File: config.mk
export PLATFORM = sky130hd
export DESIGN_NAME = sdram_rd_burst_seq
export DESIGN_NICKNAME = d
export VERILOG_FILES = /design/src/rtl/sdram_rd_pkg.sv /design/src/rtl/sdram_col_gen.sv /design/src/rtl/sdram_lat_pipe.sv /design/src/rtl/sdram_rd_burst_seq.sv
export SDC_FILE = /design/constraint.sdc
export NUM_CORES = 1
export LEC_CHECK = 0
export BUFFER_PORTS_ARGS = -buffer_cell sky130_fd_sc_hd__buf_2
export CAP_MARGIN = 20
export CORE_ASPECT_RATIO = 0.8
export CORE_MARGIN = 2
export CORE_UTILIZATION = 30
export DETAILED_ROUTE_END_ITERATION = 12
export GPL_TIMING_DRIVEN = 0
export RECOVER_POWER = 25
export SYNTH_ARGS = -nofsm -noshare
export SYNTH_HDL_FRONTEND = slang
export SYNTH_SLANG_ARGS = --single-unit
File: constraint.sdc
create_clock -name clk -period 3.38 [get_ports clk]
set_input_delay 0.507 -clock clk [delete_from_list [all_inputs] [get_ports clk]]
set_output_delay 0.507 -clock clk [all_outputs]
set_load 0.03 [all_outputs]
File: src/rtl/sdram_rd_pkg.sv
package sdram_rd_pkg;
  localparam int COL_W  = 8;
  localparam int BANK_W = 2;
  localparam int CODE_W = 3;
  localparam int MIN_CL = 2;
  localparam int MAX_CL = 3;

  localparam logic [CODE_W-1:0] CODE_PAGE = 3'd7;

  // Window mask for a burst code; for fixed lengths it also equals length-1.
  function automatic logic [COL_W-1:0] win_mask(input logic [CODE_W-1:0] code);
    logic [COL_W-1:0] m;
    case (code)
      3'd1:    m = COL_W'(1);
      3'd2:    m = COL_W'(3);
      3'd3:    m = COL_W'(7);
      3'd7:    m = '1;
      default: m = '0;
    endcase
    return m;
  endfunction

  // Next column: the bits above the window are held, the bits inside it count up.
  function automatic logic [COL_W-1:0] next_col(input logic [COL_W-1:0] col,
                                                 input logic [COL_W-1:0] mask);
    logic [COL_W-1:0] inc;
    inc = col + COL_W'(1);
    return (col & ~mask) | (inc & mask);
  endfunction
endpackage

File: src/rtl/sdram_col_gen.sv
module sdram_col_gen
  import sdram_rd_pkg::*;
(
  input  logic              clk,
  input  logic              rst_n,
  input  logic              rd_cmd,
  input  logic [BANK_W-1:0] rd_bank,
  input  logic [COL_W-1:0]  rd_col,
  input  logic [CODE_W-1:0] bl_code,
  input  logic              term,
  output logic              busy,
  output logic [BANK_W-1:0] bank,
  output logic [COL_W-1:0]  col
);
  logic              page_q;
  logic [COL_W-1:0]  mask_q;
  logic [COL_W-1:0]  left_q;

  // named events for the checks
  logic start_ev, stop_ev, last_ev, step_ev;
  assign start_ev = rd_cmd;
  assign stop_ev  = !rd_cmd && term;
  assign last_ev  = busy && !rd_cmd && !term && !page_q && (left_q == '0);
  assign step_ev  = busy && !rd_cmd && !term && !last_ev;

  always_ff @(posedge clk or negedge rst_n) begin
    if (!rst_n) begin
      busy   <= 1'b0;
      page_q <= 1'b0;
      mask_q <= '0;
      left_q <= '0;
      col    <= '0;
      bank   <= '0;
    end else if (start_ev) begin
      busy   <= 1'b1;
      page_q <= (bl_code == CODE_PAGE);
      mask_q <= win_mask(bl_code);
      left_q <= win_mask(bl_code);
      col    <= rd_col;
      bank   <= rd_bank;
    end else if (stop_ev || last_ev) begin
      busy   <= 1'b0;
      page_q <= 1'b0;
    end else if (step_ev) begin
      col    <= next_col(col, mask_q);
      left_q <= left_q - COL_W'(1);
    end
  end


  rd_start_chk: assert property (@(posedge clk) disable iff (!rst_n)
    rd_cmd |=> busy && (col == $past(rd_col)));


  col_window_chk: assert property (@(posedge clk) disable iff (!rst_n)
    (busy && !rd_cmd && !term && !last_ev) |=>
      (((col ^ $past(col)) & ~mask_q) == '0) && (col != $past(col)));


  page_hold_chk: assert property (@(posedge clk) disable iff (!rst_n)
    (busy && page_q && !rd_cmd && !term) |=> busy);


  term_stop_chk: assert property (@(posedge clk) disable iff (!rst_n)
    (term && !rd_cmd) |=> !busy);


  bank_hold_chk: assert property (@(posedge clk) disable iff (!rst_n)
    (busy && !rd_cmd) |=> $stable(bank));
endmodule

File: src/rtl/sdram_lat_pipe.sv
module sdram_lat_pipe
  import sdram_rd_pkg::*;
(
  input  logic clk,
  input  logic rst_n,
  input  logic cl3,
  input  logic word_in,
  output logic word_out
);
  localparam int DEPTH = MAX_CL - 1;

  logic [DEPTH-1:0] sh;

  always_ff @(posedge clk or negedge rst_n) begin
    if (!rst_n) sh[0] <= 1'b0;
    else        sh[0] <= word_in;
  end

  for (genvar g = 1; g < DEPTH; g++) begin : g_stage
    always_ff @(posedge clk or negedge rst_n) begin
      if (!rst_n) sh[g] <= 1'b0;
      else        sh[g] <= sh[g-1];
    end
  end

  assign word_out = cl3 ? sh[MAX_CL-2] : sh[MIN_CL-2];


  lat_two_chk: assert property (@(posedge clk) disable iff (!rst_n)
    !cl3 |-> (word_out == $past(word_in)));


  lat_three_chk: assert property (@(posedge clk) disable iff (!rst_n)
    (cl3 && $past(cl3)) |-> (word_out == $past(word_in, 2)));
endmodule

File: src/rtl/sdram_rd_burst_seq.sv
module sdram_rd_burst_seq
  import sdram_rd_pkg::*;
(
  input  logic              clk,
  input  logic              rst_n,
  input  logic              rd_cmd,
  input  logic [BANK_W-1:0] rd_bank,
  input  logic [COL_W-1:0]  rd_col,
  input  logic [CODE_W-1:0] bl_code,
  input  logic              cl3,
  input  logic              term,
  output logic              arr_rd,
  output logic [BANK_W-1:0] arr_bank,
  output logic [COL_W-1:0]  arr_col,
  output logic              dq_valid,
  output logic              dq_oe
);
  logic word_due;

  sdram_col_gen u_col (
    .clk     (clk),
    .rst_n   (rst_n),
    .rd_cmd  (rd_cmd),
    .rd_bank (rd_bank),
    .rd_col  (rd_col),
    .bl_code (bl_code),
    .term    (term),
    .busy    (arr_rd),
    .bank    (arr_bank),
    .col     (arr_col)
  );

  sdram_lat_pipe u_lat (
    .clk      (clk),
    .rst_n    (rst_n),
    .cl3      (cl3),
    .word_in  (arr_rd),
    .word_out (word_due)
  );

  assign dq_valid = word_due;
  assign dq_oe    = word_due;


  idle_after_reset_chk: assert property (@(posedge clk) disable iff (!rst_n)
    ($past(!rst_n) && !$past(rd_cmd)) |-> !arr_rd);
endmodule

# Yosys cells after proc, flatten, opt, wreduce, memory -nomap -nowiden
# Index checks and enable logic that the tools add are counted.
op_classes:
  n_addsub: 2
  n_eq_ne: 5
  n_mux: 11
  n_bitwise: 4
  n_reduce_logical: 15
op_table:
  columns: ["cell", "count"]
  rows:
  - ["$mux 8", 6]
  - ["$pmux 8 s4", 1]
  - ["$and 8x8->8", 2]
  - ["$add 8x1->8 const B", 1]
  - ["$logic_not 8->1", 1]
  - ["$not 8->8", 1]
  - ["$or 8x8->8", 1]
  - ["$sub 8x1->8 const B", 1]
  - ["$eq 3x2->1 const B", 2]
  - ["$logic_and 1x1->1", 6]
  - ["$logic_not 1->1", 4]
  - ["$mux 1", 4]
  - ["$reduce_bool 2->1", 2]
  - ["$eq 3x1->1 const B", 1]
  - ["$eq 3x3->1 const B", 1]
  - ["$ne 2x2->1 const B", 1]
  - ["$reduce_and 2->1", 1]
  - ["$logic_or 1x1->1", 1]
totals:
  reg_bits: 30
  in_bits: 18
  out_inout_bits: 13
  wordCells: 45

# Logic depth before layout (Yosys ltp)
depth:
  word_depth: 10
  depth_mapped: 6
  ltp_nobuf: 6

# Cells and area by module
# From an unflattened synthesis, not the netlist that was laid out.
hier_totals:
  cells_unflattened: 133
  hier_area_um2: 1403.8
modules_own_cells:
  columns: ["mod", "instances", "cells_per_inst", "area_per_inst_um2", "seq_area_each_um2"]
  rows:
  - ["sdram_col_gen", 1, 129, 1331.3, 600.6]
  - ["sdram_lat_pipe", 1, 3, 65.1, 50.0]
  - ["sdram_rd_burst_seq", 1, 1, 7.5, 0.0]

# Worst setup path after synthesis
# OpenSTA, ideal clock, no wires.
synth_timing:
  path_type: "register to register"
  startpoint: "reg u_col.left_q[2]"
  endpoint: "reg u_col.left_q[4]"
  setup_ps: 121
  arrival_time_ps: 1505
  t_required_ps: 3259
  path_slack_ps: 1754
  stages_incl_launch_ff: 6
  path_buffers: 1
  synth_period_minus_slack_ps: 1626
  cell_sequence: "dfrtp_1 nor4_4 a31oi_2 buf_6 o2bb2a_4 o22a_1"
synth_between:
  elab_chain_cells: 6
  word_cells_on_any_way: 12
  cone_classes: "1 x add/sub; 1 x eq/ne; 3 x mux; 7 x reduce/logical"
synth_lines:
  columns: ["item", "line", "text"]
  rows:
  - ["start: declaration", "sdram_col_gen.sv:17", "logic [COL_W-1:0] left_q;"]
  - ["start signal: assignment", "sdram_col_gen.sv:38", "left_q <= win_mask(bl_code);"]
  - ["start signal: assignment", "sdram_col_gen.sv:46", "left_q <= left_q - COL_W'(1);"]
  - ["branches (longest 6 deep; another with $sub 8x1->8)", null, null]
# Several ways; the timed one is not identified. The select of a mux whose other input is x is not followed.
# A chain may end at the register's enable or synchronous reset.

# Worst setup path after layout
# Ends and elaborated chain as after synthesis.

==> summary.txt <==
Outcome
  • Status: finished clean

Logic synthesis
  • Synthesized instance count: 148
  • Yosys reg bits: 26
  • Seq/Total Area, Yosys: 0.4467
  • Post-Syn Area per Cell: 9.841 sq um
  • Yosys Warn Count: 0
  • Predominant post-synthesis flop cell: dfrtp_1
  • Unique cell type count in the Yosys netlist: 41
  • Post-synth EDFFs: 0
  • Ranking of synthesized cells by area: dfrtp_1 45%, o21ai_0 3.8%, a311oi_1 3.0%
  • Synthesized Nets: 169
  • Ys async rst share: 1.000
  • Count leader, synth: dfrtp_1
  • Share of the synthesized area in the top cell type: 0.4467
  • Yosys top cell by area: dfrtp_1
  • Commonest cells post-synth: 26 x dfrtp_1, 11 x inv_1, 11 x o21ai_0, 9 x nand2_1, 9 x nor2_1
  • Post-Syn Area: 1456 sq um

Floorplanning
  • Die X: 81.90 um
  • Initial core utilization: 0.3149
  • IO Pins: 31
  • Core Area: 4624 sq um
  • Die H: 66.32 um
  • FP Rows: 22
  • Area of the die: 5432 sq um

Setup path
  • CP max stage delay: 0.48 ns
  • WP depth: 5
  • Critical Path AT: 1.97 ns
  • Crit path buf inv count: 1
  • Startpoint Class: flop
  • R2R depth: 5
  • Crit. End Element: flop
  • Crit path kind: reg2reg
  • CP max FO: 10
  • Worst Path Required: 3.55 ns
  • Crit path max-delay cell type: nor4_4
  • Cell Chain, Critical Path: nor4_4, a31oi_2, buf_6, o2bb2a_4, o22a_1
  • Crit-path leading delay family: compound AO/OA/AOI/OAI gates

Clocking
  • Clock root buffer: clkbuf_8
  • CTS tree: yes
  • Clock slew at reported path FFs: 0.09 ns
  • Setup Buffers After CTS: 0
  • Clock Path Buffers: 2
  • # hold bufs at CTS: 0
  • CTS Sinks: 26
  • Skew-Pair Late Insertion Delay: 0.27 ns
  • Post-CTS sizing: 0
  • H-tree lvl count: 1
  • CTS buffer count: 3

Cells and area
  • Layout cells sized above 1: 0.2431
  • Final layout net count: 203
  • Area Overhead vs Synth: 18.81%
  • Core Util, Final: 0.3742
  • # diodes: 0

Job
  • Max Cap Viol: 0

Power and ir drop
  • PwrDens: 497.9 nW/um^2
  • Power, Total: 0.8616 mW
  • Peak VDD IR: 0.1722 mV
  • Lkg Pwr: 0.7894 nW

Placement
  • Post-DP HPWL: 2503 um
  • Final GP Congestion: 0.8054
  • IO Port Bufs: 29
  • Pre-CTS setup slack: 1.255 ns

Route
  • Routed Antenna Nets: 0
  • Post-DR wirelength/cell: 14.20 um
  • Detailed router's first-iteration violation count: 101
  • DRC violations left: 0
  • Via total after detailed routing: 1208
  • TritonRoute pass-1 iters: 4
  • Via density per instance: 5.012
  • Drt total wl: 3423 um

STA
  • RSZ-0062 raised after global routing: false
  • Setup TNS: 0 ns
  • Setup-failing EPs final: 0
  • Tmin final: 1.799 ns
  • Worst Skew: 0.002023 ns
  • Worst Tran Pin Value: 1.415 ns
  • Slew Viols, Final: 0
  • Slew headroom: 0.05647
  • Fin Hold WS: 0.3890 ns
  • Final Cycle Share: 0.5324
  • Final WS setup: 1.581 ns
  • Fin. Hold Viols: 0
  • Achievable frequency: 555.7 MHz

Global route
  • Vias in the first global route: 1132
  • Largest net degree at the start of global routing: 27
  • Global-route wire length before repair: 5589 um
  • Grt total ovfl: 0
  • Gr usage total: 0.1385
  • Antenna violations before repair: 0

Min path
  • Worst Hold Path Cells: 0
  • Worst hold-check path type: reg2reg
-- stage by stage --
step | instances | instance area, sq um
3_5_place_dp | 237 | 1677
2_1_floorplan | 148 | 1456
5_1_grt | 241 | 1730
4_1_cts | 241 | 1732
3_3_place_gp | 237 | 1677
6_report | 241 | 1730
-- cell type report --
| class | instances | area (sq um) |
|---|---|---|
| buffer | 8 | 41.29 |
| sequential | 26 | 650.6 |
| multi-input combinational | 103 | 723.2 |
| inverter | 11 | 41.29 |
| clock buffer | 4 | 55.05 |
| fill | 482 | 2894 |
| timing repair buffer | 29 | 143.9 |
| tap | 60 | 75.07 |
-- routing by layer --
layer,wire [um],GRT usage,up-vias
li1,-,-,614
met4,31,0.03333,0
met1,1840,0.2112,558
met3,174,0.03279,4
met2,1375,0.1941,32
met5,0,0,-
-- logic make-up (layout without fill, tap and decap cells) --
logic type / count (synthesis) / count (layout) / share of synthesized area
XOR/XNOR: 5 / 5 / 0.03007
AO/OA/AOI/OAI: 40 / 40 / 0.2053
multiplexers: 3 / 3 / 0.02319
adder cells (fa/ha/maj): 4 / 4 / 0.03265
AND/OR/NAND/NOR: 51 / 51 / 0.2053
flip-flops: 26 / 26 / 0.4467
buffers and inverters: 19 / 52 / 0.05670
-- worst paths after layout --
path	start	end	slack, ns
worst max-delay path	u_col.left_q[2]$_DFFE_PN0P_	u_col.left_q[4]$_DFFE_PN0P_	1.58
worst min-delay path	u_lat.sh[0]$_DFF_PN0_	u_lat.sh[1]$_DFF_PN0_	0.39
worst max register to register	u_col.left_q[2]$_DFFE_PN0P_	u_col.left_q[4]$_DFFE_PN0P_	1.58
worst min register to register	u_lat.sh[0]$_DFF_PN0_	u_lat.sh[1]$_DFF_PN0_	0.39
max in group asynchronous	rst_n	u_col.left_q[1]$_DFFE_PN0P_	2.01
min in group asynchronous	rst_n	u_col.left_q[3]$_DFFE_PN0P_	0.55
-- placed cells by master, fill, tap and decap left out, drive strengths merged, types with 2 or more instances in the layout --
cell,instances
buf,30
dfrtp,26
inv,11
o21ai,11
clkbuf,11
nor2,9
nand2,9
a31oi,6
a311oi,5
xnor2,5
nor3,5
and3,5
nand4,4
nand2b,4
mux2,3
and4,3
nor2b,3
o22a,3
a21oi,3
nand3,3
ha,3
a311o,2
nand4b,2
o31a,2
nor4,2
-- power breakdown --
| group | switching (mW) | internal [mW] | total (mW) |
|---|---|---|---|
| Clock | 0.101 | 0.104 | 0.206 |
| Combinational | 0.156 | 0.107 | 0.263 |
| Sequential | 0.0432 | 0.349 | 0.393 |
| Total | 0.301 | 0.561 | 0.862 |
Note: power is estimated with default switching activity, not from simulation.
